[config.mk]
export PLATFORM = sky130hd
export DESIGN_NAME = sertx_top
export DESIGN_NICKNAME = d
export VERILOG_FILES = /design/src/rtl/sertx_pkg.sv /design/src/rtl/sertx_fifo.sv /design/src/rtl/sertx_thresh.sv /design/src/rtl/sertx_shifter.sv /design/src/rtl/sertx_top.sv
export SDC_FILE = /design/constraint.sdc
export NUM_CORES = 1
export LEC_CHECK = 0
export ABC_AREA = 1
export CORE_ASPECT_RATIO = 1.1
export CORE_UTILIZATION = 50
export DETAILED_ROUTE_END_ITERATION = 10
export PLACE_DENSITY = 0.68
export REMOVE_ABC_BUFFERS = 1
export SLEW_MARGIN = 20
export SYNTH_ARGS = -nofsm -noshare
export SYNTH_HDL_FRONTEND = slang
export SYNTH_HIERARCHICAL = 1
export SYNTH_SLANG_ARGS = --single-unit
[constraint.sdc]
create_clock -name clk -period 3 [get_ports clk]
set_input_delay 0.3 -clock clk [delete_from_list [all_inputs] [get_ports clk]]
set_output_delay 0.3 -clock clk [all_outputs]
set_load 0.01 [all_outputs]
[src/rtl/sertx_pkg.sv]
// Shared definitions for the serial transmitter.
// Assumes the data word is at most 9 bits wide.
package sertx_pkg;

    // Serializer states
    typedef enum logic [2:0] {
        ST_OFF,
        ST_IDLE_FR,
        ST_READY,
        ST_START,
        ST_DATA,
        ST_STOP
    } tx_state_e;

    // Width of the bit counter: a frame is at most 12 bit periods
    localparam int CNT_W = 4;

    // Data bit count for a length code (2'b11 falls back to 8)
    function automatic logic [CNT_W-1:0] word_bits(input logic [1:0] sel);
        case (sel)
            2'b00:   word_bits = CNT_W'(7);
            2'b10:   word_bits = CNT_W'(9);
            default: word_bits = CNT_W'(8);
        endcase
    endfunction

endpackage

[src/rtl/sertx_fifo.sv]
// Character store for the transmitter.
// Acts as a DEPTH-entry queue, or as a single-entry buffer when single_mode
// is set. Writes made while full and pops made while empty are ignored.
// Assumes DEPTH is a power of two.
module sertx_fifo #(
    parameter int DEPTH = 8,
    parameter int WIDTH = 9
) (
    input  logic                           clk,
    input  logic                           rst_n,
    input  logic                           single_mode,
    input  logic                           push,
    input  logic [WIDTH-1:0]               push_data,
    input  logic                           pop,
    output logic [WIDTH-1:0]               pop_data,
    output logic [$clog2(DEPTH+1)-1:0]     count,
    output logic                           full,
    output logic                           empty
);
    localparam int PW = $clog2(DEPTH);
    localparam int CW = $clog2(DEPTH + 1);

    logic [PW-1:0]    wr_ptr_q, rd_ptr_q;
    logic [CW-1:0]    count_q;
    logic [WIDTH-1:0] slot_q [DEPTH];
    logic             push_ok, pop_ok;

    // Qualify requests against current occupancy
    always_comb begin
        empty   = (count_q == '0);
        full    = single_mode ? !empty : (count_q == CW'(DEPTH));
        push_ok = push && !full;
        pop_ok  = pop && !empty;
    end

    // One storage register per slot, written when the write pointer selects it
    for (genvar gi = 0; gi < DEPTH; gi++) begin : g_slot
        always_ff @(posedge clk) begin
            if (!rst_n)
                slot_q[gi] <= '0;
            else if (push_ok && (wr_ptr_q == PW'(gi)))
                slot_q[gi] <= push_data;
        end
    end

    // Pointer and occupancy bookkeeping
    always_ff @(posedge clk) begin
        if (!rst_n) begin
            wr_ptr_q <= '0;
            rd_ptr_q <= '0;
            count_q  <= '0;
        end else begin
            if (push_ok) wr_ptr_q <= wr_ptr_q + PW'(1);
            if (pop_ok)  rd_ptr_q <= rd_ptr_q + PW'(1);
            case ({push_ok, pop_ok})
                2'b10:   count_q <= count_q + CW'(1);
                2'b01:   count_q <= count_q - CW'(1);
                default: count_q <= count_q;
            endcase
        end
    end

    // Head of queue presented without delay
    always_comb begin
        pop_data = slot_q[rd_ptr_q];
        count    = count_q;
    end

endmodule

[src/rtl/sertx_thresh.sv]
// Free-slot level detector.
// Compares free slots (DEPTH - count) against the level chosen by a 3-bit code.
// Assumes DEPTH is a multiple of 8 so that every level is a whole number.
module sertx_thresh #(
    parameter int DEPTH = 8
) (
    input  logic [$clog2(DEPTH+1)-1:0] count,
    input  logic [2:0]                 code,
    input  logic                       enable,
    output logic                       flag
);
    localparam int CW = $clog2(DEPTH + 1);

    logic [CW-1:0] free_slots;
    logic [CW-1:0] level;

    // Level for each code in eighths of the depth
    always_comb begin
        case (code)
            3'd0:    level = CW'(DEPTH / 8);
            3'd1:    level = CW'(DEPTH / 4);
            3'd2:    level = CW'(DEPTH / 2);
            3'd3:    level = CW'((3 * DEPTH) / 4);
            3'd4:    level = CW'((7 * DEPTH) / 8);
            default: level = CW'(DEPTH);
        endcase
    end

    // Free-slot comparison, gated by queue mode
    always_comb begin
        free_slots = CW'(DEPTH) - count;
        flag       = enable && (free_slots >= level);
    end

endmodule

[src/rtl/sertx_shifter.sv]
// Frame serializer.
// Sends an idle frame after enable, then start, data (LSB first) and stop bits.
// Each state is held until baud_tick marks the next bit boundary.
// Dropping tx_en returns to the off state and discards the active character.
// Assumes DW <= 9.
module sertx_shifter #(
    parameter int DW = 9
) (
    input  logic          clk,
    input  logic          rst_n,
    input  logic          tx_en,
    input  logic          baud_tick,
    input  logic [1:0]    word_sel,
    input  logic          two_stop,
    input  logic          have_data,
    input  logic [DW-1:0] load_data,
    output logic          launch,
    output logic          frame_done,
    output logic          tx_line
);
    import sertx_pkg::*;

    tx_state_e        state_q;
    logic [CNT_W-1:0] cnt_q;
    logic [DW-1:0]    shreg_q;
    logic [CNT_W-1:0] nbits;
    logic [CNT_W-1:0] frame_len;
    logic             step;
    logic             stop_end;
    logic             idle_end;

    // Frame geometry and boundary detection
    always_comb begin
        nbits      = word_bits(word_sel);
        frame_len  = CNT_W'(1) + nbits + (two_stop ? CNT_W'(2) : CNT_W'(1));
        step       = tx_en && baud_tick;
        stop_end   = (state_q == ST_STOP) && (!two_stop || (cnt_q == CNT_W'(1)));
        idle_end   = (state_q == ST_IDLE_FR) && (cnt_q == frame_len - CNT_W'(1));
        launch     = step && have_data && (stop_end || idle_end || (state_q == ST_READY));
        frame_done = step && !have_data && stop_end;
    end

    // Serializer state, bit counter and shift register
    always_ff @(posedge clk) begin
        if (!rst_n) begin
            state_q <= ST_OFF;
            cnt_q   <= '0;
            shreg_q <= '0;
        end else if (!tx_en) begin
            state_q <= ST_OFF;
            cnt_q   <= '0;
        end else if (launch) begin
            state_q <= ST_START;
            cnt_q   <= '0;
            shreg_q <= load_data;
        end else begin
            case (state_q)
                ST_OFF: begin
                    state_q <= ST_IDLE_FR;
                    cnt_q   <= '0;
                end
                ST_IDLE_FR: begin
                    if (baud_tick) begin
                        if (idle_end) begin
                            state_q <= ST_READY;
                            cnt_q   <= '0;
                        end else begin
                            cnt_q <= cnt_q + CNT_W'(1);
                        end
                    end
                end
                ST_READY: begin
                    state_q <= ST_READY;
                end
                ST_START: begin
                    if (baud_tick) begin
                        state_q <= ST_DATA;
                        cnt_q   <= '0;
                    end
                end
                ST_DATA: begin
                    if (baud_tick) begin
                        shreg_q <= shreg_q >> 1;
                        if (cnt_q == nbits - CNT_W'(1)) begin
                            state_q <= ST_STOP;
                            cnt_q   <= '0;
                        end else begin
                            cnt_q <= cnt_q + CNT_W'(1);
                        end
                    end
                end
                ST_STOP: begin
                    if (baud_tick) begin
                        if (stop_end) begin
                            state_q <= ST_READY;
                            cnt_q   <= '0;
                        end else begin
                            cnt_q <= cnt_q + CNT_W'(1);
                        end
                    end
                end
                default: state_q <= ST_OFF;
            endcase
        end
    end

    // Line level from current state
    always_comb begin
        case (state_q)
            ST_START: tx_line = 1'b0;
            ST_DATA:  tx_line = shreg_q[0];
            default:  tx_line = 1'b1;
        endcase
    end

endmodule

[src/rtl/sertx_top.sv]
// Serial transmitter top: write qualification, character store, level
// detector, serializer and completion flag.
// Assumes baud_tick is a one-cycle pulse per bit period.
module sertx_top #(
    parameter int DEPTH  = 8,
    parameter int DATA_W = 9
) (
    input  logic              clk,
    input  logic              rst_n,
    input  logic              tx_en,
    input  logic [1:0]        word_sel,
    input  logic              two_stop,
    input  logic              fifo_mode,
    input  logic              wr_valid,
    input  logic [DATA_W-1:0] wr_data,
    input  logic              baud_tick,
    input  logic [2:0]        thresh_code,
    output logic              tx_line,
    output logic              thresh_flag,
    output logic              fifo_full,
    output logic              fifo_empty,
    output logic              tx_done
);
    localparam int CW = $clog2(DEPTH + 1);

    logic              accept;
    logic              launch;
    logic              frame_done;
    logic [DATA_W-1:0] head_data;
    logic [CW-1:0]     count;
    logic              done_q;

    // Writes are taken only while enabled and not full
    always_comb accept = wr_valid && tx_en && !fifo_full;

    sertx_fifo #(.DEPTH(DEPTH), .WIDTH(DATA_W)) store_i (
        .clk        (clk),
        .rst_n      (rst_n),
        .single_mode(!fifo_mode),
        .push       (wr_valid && tx_en),
        .push_data  (wr_data),
        .pop        (launch),
        .pop_data   (head_data),
        .count      (count),
        .full       (fifo_full),
        .empty      (fifo_empty)
    );

    sertx_thresh #(.DEPTH(DEPTH)) level_i (
        .count (count),
        .code  (thresh_code),
        .enable(fifo_mode),
        .flag  (thresh_flag)
    );

    sertx_shifter #(.DW(DATA_W)) ser_i (
        .clk       (clk),
        .rst_n     (rst_n),
        .tx_en     (tx_en),
        .baud_tick (baud_tick),
        .word_sel  (word_sel),
        .two_stop  (two_stop),
        .have_data (!fifo_empty),
        .load_data (head_data),
        .launch    (launch),
        .frame_done(frame_done),
        .tx_line   (tx_line)
    );

    // Completion flag: set at end of last frame, cleared by a new write
    always_ff @(posedge clk) begin
        if (!rst_n)          done_q <= 1'b0;
        else if (accept)     done_q <= 1'b0;
        else if (frame_done) done_q <= 1'b1;
    end

    always_comb tx_done = done_q;

endmodule

==> metrics list, run 1 <==
* Status: finished, final reports clean
* Antenna violations before repair: 0
* Hold/Removal Path Class: register to register
- Cell row count: 39
* Leading post-synthesis cells by cell area: sky130_fd_sc_hd__edfxtp_1, sky130_fd_sc_hd__dfxtp_1, sky130_fd_sc_hd__nor2_1, sky130_fd_sc_hd__nand2_1, sky130_fd_sc_hd__o21ai_0
- STA puts the critical path data arrival time at 2.34 ns.
- In the final design database the tool counted 680 nets.
* Minimum clock period: 2.640 ns
- Filler Cells Inserted: 951
- Synthesis instantiated 36 different standard cells from the library.
- On the final layout, the worst clock skew is 0.009209 ns.
* Starting Density: 51.63%
* Die height: 110.7 um
- Port buffering added 25 buffers.
- Yosys instantiated no cell more often than sky130_fd_sc_hd__nor2_1.
- Cell Count Post-Placement: 774
* Transition at the pin with the smallest max-transition slack: 0.4437 ns
* Clock-pin transition on the worst setup and hold timing paths: 0.06 ns
- The detailed router finished its first iteration with 240 violations.
- Crit Path Max Fanout: 7
- The worst setup path is launched from a register.
* Number of flops mapped to enable cells by yosys: 72
* Global-route wire length before repair: 19.10 mm
* Number of flip-flops and latches in the synthesized netlist: 102
* Routed wire per std cell: 14.98 um
* Cell type contributing the most total cell area after synthesis: sky130_fd_sc_hd__edfxtp_1
* Combined area of all synthesized cells: 5366 um2
* Deepest level of the CTS H-tree: 3
- Aggregate global routing overflow: 0
- Dominant register cell in the synthesized netlist: sky130_fd_sc_hd__edfxtp_1
* Mux share of post-synthesis cell area: 1.679%
- Compound-cell area share of the yosys netlist: 8.720%
* Most instantiated cells after synthesis: sky130_fd_sc_hd__nor2_1, sky130_fd_sc_hd__nand2_1, sky130_fd_sc_hd__edfxtp_1
* Maximum number of buffers from clock root to sink: 2
- Wire length after detailed routing: 11.83 mm
- Yosys printed 6 warnings.
* Global placement routability congestion: 0.8361
- Aggregate negative setup slack: 0 ns
* Share of layout cells above drive strength 1: 8.501%
- The design draws 3.213 mW.
* Utilization after layout: 58.40%
- Once detail routing completed, the nets flagged for antenna violations numbered 0.
- The number of global-route vias before repair was 4039.
* Fmax: 378.8 MHz
* Diodes inserted: 0
- Summing the areas of all and, or, nand and nor instances in the mapped netlist gives 26.49% of the synthesized area.
- In this run the power density over the cells is 529.4 nW/um2.
* Post-route non-filler standard cell count: 790
- The worst setup path is captured at a primary output.
* Total of cells resized after clock tree synthesis: 0
- Area added between synthesis and finish: 13.10%
- The detailed router placed 4125 vias in this run.
* Largest family of logic cells by synthesized area: simple AND/OR/NAND/NOR gates
* MaxCap Viol Count: 0
* Number of pins with negative max-slew slack in the final report: 0
- Setup repair after global routing left no endpoint under its margin.
- Hold Worst Slack: 0.4722 ns
- The synthesized netlist devotes 3.964% of its cell area to adder and majority cells.
* Number of CTS-inserted buffers: 9
- The clock drives 102 sinks.
- Detailed Place HPWL: 8.234 mm
- For this run, design rule violations remaining after detail routing come to 0.
- Setup violations remaining at the end of the flow were counted as 0.
- Sequential elements use 51.48% of the synthesized area.
- The worst register-to-register path has a setup slack of 0.42 ns.
- In this run the static leakage power is 2.601 nW.
* Ports: 26
- Floorplan die width: 100.8 um
- Drt via density: 5.222
* Ratio of final minimum period to clock period: 88.01%
* Pin count of the biggest net entering global routing: 37
- After technology mapping, the gate count stands at 611.
- Post-CTS Hold Fix Bufs: 0
* Required time of the critical path: 2.70 ns
- The core region is 10390 um2.
- Clk_lat worst skew: 0.35 ns
- The first detailed-routing pass ran for 4 iterations.
* Area fraction of the dominant cell type after synthesis: 40.29%
* Clock Tree Root: sky130_fd_sc_hd__clkbuf_16
- Summing the areas of all xor and xnor instances in the mapped netlist gives 0.9792% of the synthesized area.
- VDD sags by at most 0.2600 mV.
- Worst max-slew margin expressed relative to the limit: 70.42%
- The die covers 11150 um2.
- The final-report hold violation count is 0.
* Syn avg cell area: 8.783 um2
* Global-route total usage across every layer: 22.72%
* Type of the setup path with the least slack: register to primary output
- Total setup buffers inserted after CTS: 0
- TritonCTS built the clock tree.
- For this run, asynchronously set or reset flops after synthesis account for 0%.
[layout make-up]
type | instances | area, um2 | area share (%)
Multi-Input combinational cell | 424 | 2245 | 36.98
Tap cell | 143 | 178.9 | 2.948
Clock inverter | 4 | 47.55 | 0.7833
Clock buffer | 12 | 236.5 | 3.896
Sequential cell | 102 | 2763 | 45.52
Inverter | 67 | 251.5 | 4.143
Timing Repair Buffer | 38 | 347.8 | 5.731
[cells in the final DEF (no fill, tap or decap), types with 17 or more instances in the layout]
| cell | synthesis | layout |
|---|---|---|
| sky130_fd_sc_hd__nor2_1 | 140 | 140 |
| sky130_fd_sc_hd__inv_1 | 61 | 61 |
| sky130_fd_sc_hd__clkdlybuf4s50_1 | 0 | 25 |
| sky130_fd_sc_hd__dfxtp_1 | 30 | 30 |
| sky130_fd_sc_hd__a21oi_1 | 20 | 20 |
| sky130_fd_sc_hd__nand2_1 | 100 | 100 |
| sky130_fd_sc_hd__ha_1 | 17 | 17 |
| sky130_fd_sc_hd__edfxtp_1 | 72 | 72 |
| sky130_fd_sc_hd__o21ai_0 | 49 | 49 |
| sky130_fd_sc_hd__nand3_1 | 33 | 33 |
[metrics by stage]
step / setup WS (ns) / instance area [um2]
3_5_place_dp: 0.1967 / 5786
3_3_place_gp: 0.3037 / 5786
2_1_floorplan: 0.5421 / 5259
5_1_grt: 0.1677 / 6070
6_report: 0.3598 / 6070
4_1_cts: 0.3304 / 6070
[worst max-delay path, cell delays in order (launching register included)]
cell and delay, ns:
sky130_fd_sc_hd__dfxtp_1 0.33, sky130_fd_sc_hd__buf_4 0.15, sky130_fd_sc_hd__inv_1 0.07, sky130_fd_sc_hd__ha_1 0.20, sky130_fd_sc_hd__xnor2_1 0.13, sky130_fd_sc_hd__ha_1 0.30
sky130_fd_sc_hd__nand2_1 0.05, sky130_fd_sc_hd__inv_1 0.04, sky130_fd_sc_hd__nand2_1 0.05, sky130_fd_sc_hd__nand3_1 0.06, sky130_fd_sc_hd__nand2_1 0.05, sky130_fd_sc_hd__inv_1 0.04
sky130_fd_sc_hd__clkdlybuf4s50_1 0.52
[state kept, by name, summed over array words and instances, names as in the netlist, named ones only]
| register | flops |
|---|---|
| store_i/rd_ptr_q | 3 |
| ser_i/shreg_q | 9 |
| store_i/count | 4 |
| tx_done | 1 |
| store_i/wr_ptr_q | 3 |
| store_i/slot_q | 72 |
| ser_i/state_q | 3 |
| ser_i/cnt_q | 4 |
[cells by family after synthesis]
kind of cell | after synthesis
AOI/OAI and AO/OA | 86
xor gates and xnor gates | 6
adders and majority gates | 17
buffers and inverters | 85
DFF | 102
muxes | 9
and+or+nand+nor | 306
[routing by layer]
metal	part of all wire [%]	vias up	routed length, um	GRT usage (%)
met5	0	-	0	0
met2	50	88	5966	39.13
li1	-	2095	-	-
met1	42	1920	5023	27.97
met3	4.1	22	482	2.522
met4	3.0	0	359	11.40
[power by group]
part	switching, mW	internal (mW)
Combinational	0.312	0.174
Sequential	0.0312	1.57
Clock	0.483	0.645
Total	0.827	2.39
[final timing paths]
| check | from | end | cells past startpoint |
|---|---|---|---|
| worst max-delay path | store_i/count[0] | thresh_flag | 12 |
| worst min-delay path | store_i/rd_ptr_q[2] | store_i/rd_ptr_q[2] | 2 |
| worst max register to register | store_i/count[2] | store_i/count[2] | 19 |
| worst min register to register | store_i/rd_ptr_q[2] | store_i/rd_ptr_q[2] | 2 |
No activity file was read; power rests on OpenSTA's default activity.
==> run 2: changes to the inputs <==
--- a/config.mk
+++ b/config.mk
@@ -7,9 +7,9 @@
 export LEC_CHECK = 0
 export ABC_AREA = 1
 export CORE_ASPECT_RATIO = 1.1
-export CORE_UTILIZATION = 50
+export CORE_UTILIZATION = 60
 export DETAILED_ROUTE_END_ITERATION = 10
-export PLACE_DENSITY = 0.68
+export PLACE_DENSITY = 0.79
 export REMOVE_ABC_BUFFERS = 1
 export SLEW_MARGIN = 20
 export SYNTH_ARGS = -nofsm -noshare
==> run 2 against run 1 <==
Against the previous run: non-clock buffer count down 1; clock skew down 0.00086 ns; first-iteration DRC count up 35%.
==> metrics list, run 2 (synthesis gave the netlist of run 1 again) <==
- Remaining antenna violation count: 0 (unchanged)
- Number of CTS-inserted buffers: 9 (unchanged)
- Minimum clock period: 2.783 ns (+0.1429 ns)
- Number of pins with negative max-slew slack in the final report: 0 (unchanged)
- Transition at the pin with the smallest max-transition slack: 0.8792 ns (+0.4355 ns)
- Aggregate global routing overflow: 0 (unchanged)
- The overall die width came to 92.17 um (-8.5%).
* Total leakage power: 2.561 nW (-1.5%)
- The path depth of the worst reg2reg path was 19 (unchanged).
- # DRC: 0 (unchanged)
- Setup repair after global routing left no endpoint under its margin.
- Max FFs per register: 72 (unchanged)
- Leading cell types in the layout, fill and taps excluded: sky130_fd_sc_hd__nor2_1, sky130_fd_sc_hd__nand2_1, sky130_fd_sc_hd__edfxtp_1, sky130_fd_sc_hd__inv_1, sky130_fd_sc_hd__o21ai_0
- The worst max-slew margin expressed relative to the limit was 41.31% (-29 points).
* Clock Sink Count: 102 (unchanged)
- The setup TNS was 0 ns (unchanged).
- Cells along the critical path: inv_1 > ha_1 > xnor2_1 > ha_1 > nand2_1 > inv_1 > nand2_1 > nand3_1 > nand2_1 > inv_1 > clkdlybuf4s50_1
* Detailed Place HPWL: 8.166 mm (-0.82%)
* Total setup buffers inserted after CTS: 0 (unchanged)
- Drt via density: 5.572 (+6.7%)
- Setup Viol. Count Final: 0 (unchanged)
- The net switching power of the design is 0.7896 mW (-4.5%).
- The number of buffers added to fix hold violations after cts is 0 (unchanged).
- STA classifies the critical path startpoint as a register.
- The count of H-tree levels built during CTS came to 3 (unchanged).
- Critical Path Sink Type: primary output
- The count of antenna diodes in the layout was 0 (unchanged).
- Via count of the routed design: 4218 (+2.3%)
* Wire length after detailed routing: 11.24 mm (-5.0%)
* Total power after layout: 2.996 mW (-6.8%)
* Largest regs: store_i/slot_q (72), ser_i/shreg_q (9)
- The core box area came to 8539 um2 (-18%).
- Crit Path Max Fanout: 8 (+1)
- The flop-to-flop setup slack is 0.34 ns (-0.08 ns).
* Largest reg by FF count: store_i/slot_q
- By startpoint and endpoint, the worst setup path is classified as register to primary output.
- Hold/Removal Path Class: register to register
- First-pass detailed-route iteration total: 5 (+1)
* Clock tree from TritonCTS: yes
* WHS Path Cells: 2 (unchanged)
- The number of primary I/O pins came to 26 (unchanged).
* Routed wire per std cell: 14.84 um (-0.91%)
- Clock-pin transition on the worst setup and hold timing paths: 0.09 ns (+0.03 ns)
* Ratio of total power to cell area: 503.3 nW/um2 (-4.9%)
- The clock power share was 30.9% (-4.2 points).
- Die height: 101.2 um (-8.6%)
* Switching portion of total power: 26.36% (+0.63 points)
- Pin count of the biggest net entering global routing: 37 (unchanged)
* Cell row count: 35 (-10%)
- Starting Density: 62.84% (+11 points)
- Internal Power: 2.206 mW (-7.6%)
* Most common cell after layout, fill and taps aside: sky130_fd_sc_hd__nor2_1
- Antenna violations before repair: 0 (unchanged)
- The latest clock arrival within the worst-skew pair was 0.37 ns (+0.02 ns).
* Area of the die: 9327 um2 (-16%)
- Clock Tree Root: sky130_fd_sc_hd__clkbuf_8
- The part of the power in combinational logic came to 15.7% (+0.6 points).
* Biggest cell delay along the critical path: 0.53 ns (about the same)
- Sequential cell fraction of total power: 53.4% (+3.7 points)
* Port-buffer cells: 25 (unchanged)
* Global placement routability congestion: 0.9259 (+11%)
- The final net count came to 679 (-0.15%).
- Clock Skews: 0.008349 ns (-0.0008605 ns)
- The max capacitance violation total came to 0 (unchanged).
* Status: finished, final reports clean
- The global-route total usage across every layer is 26.40% (+3.7 points).
* Starting DRC count in detailed routing: 325 (+35%)
- Largest vdd supply drop: 0.3688 mV (+42%)
- Ratio of final minimum period to clock period: 92.77% (+4.8 points)
- The critical path data required time is 2.70 ns (about the same).
- The first-pass GRT wire length was 19.04 mm (-0.29%).
- Maximum number of buffers from clock root to sink: 2 (unchanged)
- Vias in the first global route: 4191 (+3.8%)
- Area added between synthesis and finish: 10.91%
* Fmax: 359.3 MHz (-5.1%)
* Total of cells resized after clock tree synthesis: 0 (unchanged)
- On the critical path, the stage with the largest delay is an instance of sky130_fd_sc_hd__clkdlybuf4s50_1.
- The fraction of layout instances using a drive strength above 1 was 8.824% (+0.32 points).
* CP arrival: 2.48 ns (+0.14 ns)
- The final-report hold violation count came to 0 (unchanged).
==> run 2: area by class of cell <==
cell class | instances | area [um2]
well taps | 111 | 138.9
clock buffers | 10 | 127.6
clock inverters | 6 | 86.33
fillers | 684 | 2587
multi-input cells | 424 | 2245
flip-flops and latches | 102 | 2763
repair buffers | 37 | 340.3
inverters | 67 | 251.5
==> run 2: metrics by stage <==
stage / std cells / hold slack, ns / worst slack [ns] / util [%] / area [um2]
CTS: 757 / 0.4852 / 0.1950 / 69.70 / 5952
detailed placement: 741 / 0.4691 / 0.1648 / 67.19 / 5738
finish: 757 / 0.4855 / 0.2169 / 69.70 / 5952
floorplan: 593 / 0.3976 / 0.5421 / - / 5259
global placement: 741 / 0.4538 / 0.3022 / 67.19 / 5738
global route: 757 / 0.5095 / 0.03127 / 69.70 / 5952
==> run 2: worst paths after layout <==
| kind | startpoint | end |
|---|---|---|
| max | store_i/count[0] | thresh_flag |
| min | store_i/rd_ptr_q[2] | store_i/rd_ptr_q[2] |
| max reg2reg | store_i/count[2] | store_i/count[2] |
| min reg2reg | store_i/rd_ptr_q[2] | store_i/rd_ptr_q[2] |
==> run 2: power groups by stage <==
stage | registers, mW | logic (mW) | clock network, mW
after floorplan | 1.63 | 0.305 | 0
after global placement | 1.63 | 0.453 | 0
after detailed placement | 1.63 | 0.470 | 0
after CTS | 1.60 | 0.472 | 0.934
after global routing | 1.61 | 0.530 | 1.00
final | 1.60 | 0.471 | 0.925
==> run 2: critical path, delay by kind of cell, from the launching register on <==
family	cells	cell delay [ns]
adder cells (fa/ha/maj)	2	0.54
AND/OR/NAND/NOR	4	0.21
XOR/XNOR	1	0.14
flip-flops	1	0.49
buffers and inverters	4	0.73
==> run 2: metal layers <==
metal  global-route usage [%]  part of all wire, %
met1                    32.94                   41
met2                    45.92                   51
met3                    4.505                  6.0
met4                    10.82                  2.3
met5                        0                    0
